File: config.mk
export PLATFORM = sky130hd
export DESIGN_NAME = intr_flag_ctrl
export DESIGN_NICKNAME = d
export VERILOG_FILES = /design/src/rtl/intr_flag_pkg.sv /design/src/rtl/intr_bus_decode.sv /design/src/rtl/intr_mask_reg.sv /design/src/rtl/intr_status_reg.sv /design/src/rtl/intr_flag_ctrl.sv
export SDC_FILE = /design/constraint.sdc
export NUM_CORES = 1
export LEC_CHECK = 0
export ABC_AREA = 1
export BUFFER_PORTS_ARGS = -buffer_cell sky130_fd_sc_hd__buf_2
export CORE_AREA = 2 2 39 41
export DETAILED_ROUTE_END_ITERATION = 8
export DIE_AREA = 0 0 41 43
export PLACE_DENSITY_LB_ADDON = 0.1
export SKIP_CTS_REPAIR_TIMING = 1
export SLEW_MARGIN = 20
export SYNTH_ARGS = -nofsm -noshare
export SYNTH_HDL_FRONTEND = slang
export SYNTH_SLANG_ARGS = --single-unit
File: constraint.sdc
create_clock -name clk -period 2.2 [get_ports clk]
set_input_delay 0.33 -clock clk [delete_from_list [all_inputs] [get_ports clk]]
set_output_delay 0.33 -clock clk [all_outputs]
set_load 0.1 [all_outputs]
File: src/rtl/intr_flag_pkg.sv
package intr_flag_pkg;

    localparam int N_SRC     = 5;
    localparam int DATA_W    = 8;
    localparam int ADDR_W    = 4;
    localparam int SUM_BIT   = 7;
    localparam int MODE_BIT  = 7;
    localparam int PAD_W     = DATA_W - N_SRC - 1;

    typedef logic [N_SRC-1:0] src_vec_t;

    typedef enum logic [1:0] {
        BUS_IDLE  = 2'd0,
        BUS_WRITE = 2'd1,
        BUS_READ  = 2'd2
    } bus_op_e;

    typedef struct packed {
        logic     set_mode;
        src_vec_t bits;
    } mask_cmd_t;

    typedef struct packed {
        logic     summary;
        src_vec_t flags;
    } status_t;

    function automatic mask_cmd_t decode_cmd(input logic [DATA_W-1:0] d);
        mask_cmd_t c;
        c.set_mode = d[MODE_BIT];
        c.bits     = d[N_SRC-1:0];
        return c;
    endfunction

    function automatic src_vec_t apply_cmd(input src_vec_t cur, input mask_cmd_t c);
        return c.set_mode ? (cur | c.bits) : (cur & ~c.bits);
    endfunction

    function automatic logic [DATA_W-1:0] pack_status(input status_t s);
        return {s.summary, {PAD_W{1'b0}}, s.flags};
    endfunction

endpackage

File: src/rtl/intr_bus_decode.sv
module intr_bus_decode
    import intr_flag_pkg::*;
#(
    parameter logic [ADDR_W-1:0] REG_ADDR = 4'hD
) (
    input  logic              bus_wr,
    input  logic              bus_rd,
    input  logic [ADDR_W-1:0] bus_addr,
    output bus_op_e           op
);
    logic hit;
    assign hit = (bus_addr == REG_ADDR);

    always_comb begin
        op = BUS_IDLE;
        if (hit && bus_wr)      op = BUS_WRITE;
        else if (hit && bus_rd) op = BUS_READ;
    end
endmodule

File: src/rtl/intr_mask_reg.sv
module intr_mask_reg
    import intr_flag_pkg::*;
(
    input  logic              clk,
    input  logic              rst,
    input  logic              wr_hit,
    input  logic [DATA_W-1:0] wdata,
    output src_vec_t          mask_q
);
    mask_cmd_t cmd;
    assign cmd = decode_cmd(wdata);

    always_ff @(posedge clk) begin
        if (rst)         mask_q <= '0;
        else if (wr_hit) mask_q <= apply_cmd(mask_q, cmd);
    end
endmodule

File: src/rtl/intr_status_reg.sv
module intr_status_reg
    import intr_flag_pkg::*;
(
    input  logic     clk,
    input  logic     rst,
    input  logic     ack,
    input  src_vec_t evt,
    input  src_vec_t mask,
    output status_t  stat_q
);
    genvar gi;
    generate
        for (gi = 0; gi < N_SRC; gi++) begin : g_flag
            always_ff @(posedge clk) begin
                if (rst) stat_q.flags[gi] <= 1'b0;
                else     stat_q.flags[gi] <= (stat_q.flags[gi] & ~ack) | evt[gi];
            end
        end
    endgenerate

    logic live_hit;
    assign live_hit = |(evt & mask);

    always_ff @(posedge clk) begin
        if (rst) stat_q.summary <= 1'b0;
        else     stat_q.summary <= (stat_q.summary & ~ack) | live_hit;
    end
endmodule

File: src/rtl/intr_flag_ctrl.sv
module intr_flag_ctrl
    import intr_flag_pkg::*;
#(
    parameter logic [ADDR_W-1:0] REG_ADDR = 4'hD
) (
    input  logic              clk,
    input  logic              rst,
    input  logic [ADDR_W-1:0] bus_addr,
    input  logic              bus_wr,
    input  logic              bus_rd,
    input  logic [DATA_W-1:0] bus_wdata,
    output logic [DATA_W-1:0] bus_rdata,
    input  logic [N_SRC-1:0]  src_evt,
    output logic              irq
);
    bus_op_e  op;
    src_vec_t mask_q;
    status_t  stat_q;

    intr_bus_decode #(.REG_ADDR(REG_ADDR)) u_dec (
        .bus_wr   (bus_wr),
        .bus_rd   (bus_rd),
        .bus_addr (bus_addr),
        .op       (op)
    );

    intr_mask_reg u_mask (
        .clk    (clk),
        .rst    (rst),
        .wr_hit (op == BUS_WRITE),
        .wdata  (bus_wdata),
        .mask_q (mask_q)
    );

    intr_status_reg u_stat (
        .clk    (clk),
        .rst    (rst),
        .ack    (op == BUS_READ),
        .evt    (src_evt),
        .mask   (mask_q),
        .stat_q (stat_q)
    );

    assign bus_rdata = (op == BUS_READ) ? pack_status(stat_q) : '0;
    assign irq       = stat_q.summary;
endmodule

==> results by group <==
CTS
  • H-tree depth: 1
  • Clock Sink Count: 11
  • Worst skew pair latency: 0.26 ns
  • Clk root buf: clkbuf_4
  • CTS tree: yes
  • CTS Buf Count: 3
  • Clock Pin Slew Worst Setup and Hold Paths: 0.07 ns
  • CTS Buffer Depth: 2

Floorplan
  • Io pins: 30
  • Chip width: 41 um
  • Core ar.: 1380 sq um
  • Initial Utilization: 42.9%
  • Row cnt: 14
  • Die Ht: ~43 um
  • Die area: between 1500 and 2000 sq um

Power
  • Overall Power: between 0.0004 and 0.0005 W
  • Pleak: 0.408 nW
  • Max VDD drop: 0.266 mV
  • Power per cell area: 511 nW/um^2

Yosys
  • Syn Inst Count: 93
  • Top post-synthesis cells by area: dfxtp_1 37%, inv_1 13%, nand2_1 12%
  • Distinct cells, synth: 14
  • Top cell type's share of synthesized area: 37.1%
  • Yosys warning total: 0
  • Yosys reg bits: 11
  • Post-synthesis sequential area ratio: 37.1%
  • Synthesized cell area: 593 sq um
  • Syn_area_per_cell: 6.38 sq um
  • Cell taking the most area after synthesis: dfxtp_1

Critical path
  • Crit. Startpoint: bus_addr[1]
  • Worst Path Arrival: 1.37 ns
  • Critical Path Fanout Max: 12
  • Crit path capture type: primary output
  • CP startpoint kind: input pin
  • R2r endpoint: u_stat.stat_q[5]$_SDFF_PP0_
  • Reg2Reg Setup Slack: 1.43 ns
  • Worst EP required: ~1.9 ns
  • CP Class: input pin to primary output
  • R2R cell count: 4
  • Worst Setup EP: bus_rdata[3]

STA
  • Final Hold Fails: 0
  • Final Cycle Share: a little under 80%
  • Pins Over Slew Limit: 0
  • Final setup viols: 0
  • Fmax: between 500 and 600 MHz
  • RSZ-0062 raised after global routing: false
  • Final WS setup: 0.497 ns
  • Minimum clock period: 1.70 ns
  • Skew final: 0.00100 ns

Finish
  • Number of diodes: 0
  • Share of cells above drive strength 1: ~28%
  • Area Growth Syn to Fin: 38.8%
  • Post-route cell area: around 800 sq um
  • Util after Layout: 59.5%
  • Final nets: roughly 140

Drt
  • Final WL: 1120 um
  • Routed Antenna Nets: 0
  • Detailed Route Iter0 Violations: 8
  • Vias per inst: ~4.4
  • Via count: 592
  • Pre-antenna DRT Iters: 4
  • Wire per inst: ~8.3 um
  • Residual DRC: 0

Global route
  • Global-route wire length before repair: 1900 um
  • Vias in the first global route: 473
  • Largest net degree at the start of global routing: 13
  • GR Overflow Total: 0
  • Total track usage: 16.1%
  • Initial antenna violation count: 0

Hold path
  • Worst Hold Class: input pin to flop
  • Worst hold stages: 3

Status
  • Status: finished, final reports clean

Place
  • Post-DP HPWL: 910 um
  • Placer congestion estimate: 0.670
  • Setup Slack @ Placement: 0.483 ns
  • Port bufs: 25
  • Dpl cell area: 797 sq um

Flow run
  • Max-Cap Viols: 0
power by group:
part           switching, W  internal (W)   total, W
registers        0.00000456      0.000208   0.000212
logic             0.0000492     0.0000239  0.0000731
clock network     0.0000649     0.0000701   0.000135
placed cells by master, fill, tap and decap left out:
master / count
buf_12: 6
nand2_1: 19
clkbuf_4: 3
nor2_2: 2
a21oi_1: 4
dfxtp_1: 11
nor2_1: 16
clkbuf_1: 1
inv_1: 21
a21oi_2: 2
o21ai_0: 1
nand3_1: 6
conb_1: 2
nand4_1: 5
buf_4: 1
buf_2: 19
cell type report:
| class | instances | area (sq um) |
|---|---|---|
| clock buffer | 4 | 26.3 |
| inverter | 21 | 78.8 |
| tap | 16 | 20.0 |
| sequential | 11 | 220 |
| fill | 138 | 561 |
| timing repair buffer | 26 | 223 |
| multi-input combinational | 57 | 255 |
logic make-up after synthesis:
logic type,Yosys count,synth area share [%]
simple gates,48,34.2
other cells,1,0.632
buf+inv,26,20.9
compound gates,7,7.17
flops,11,37.1
cells in the mapped netlist, drive strengths merged:
master	count
a21oi	6
buf	4
clkbuf	1
conb	1
dfxtp	11
inv	21
nand2	19
nand3	6
nand4	5
nor2	18
o21ai	1
worst min-delay path by stage:
| stage | start | endpoint | slack [ns] |
|---|---|---|---|
| final | src_evt[4] | u_stat.stat_q[4]$_SDFF_PP0_ | 0.29 |
| after global routing | src_evt[3] | u_stat.stat_q[3]$_SDFF_PP0_ | 0.31 |
| after CTS | src_evt[3] | u_stat.stat_q[3]$_SDFF_PP0_ | 0.29 |
| after detailed placement | u_stat.stat_q[2]$_SDFF_PP0_ | u_stat.stat_q[2]$_SDFF_PP0_ | 0.45 |
| after global placement | u_stat.stat_q[2]$_SDFF_PP0_ | u_stat.stat_q[2]$_SDFF_PP0_ | 0.45 |
| after floorplan | rst | u_stat.stat_q[2]$_SDFF_PP0_ | 0.40 |
through the flow:
step	hold slack (ns)	setup TNS, ns	std cells
3_3_place_gp	0.449	0	131
5_1_grt	0.307	0	135
6_report	0.294	0	135
4_1_cts	0.288	0	135
3_5_place_dp	0.454	0	131
2_1_floorplan	0.399	-0.767	94
worst max-delay path, stage by stage:
cell,delay [ns]
buf_2,0.10
inv_1,0.04
nand2_1,0.05
nor2_2,0.10
nand2_1,0.26
nor2_1,0.28
buf_12,0.21
per-layer routing:
metal,GRT usage (%),part of all wire (%)
met5,0,0
met4,12.0,2.7
met3,3.14,6.5
met2,21.6,45
met1,21.6,45
No activity file was read; power rests on OpenSTA's default activity.
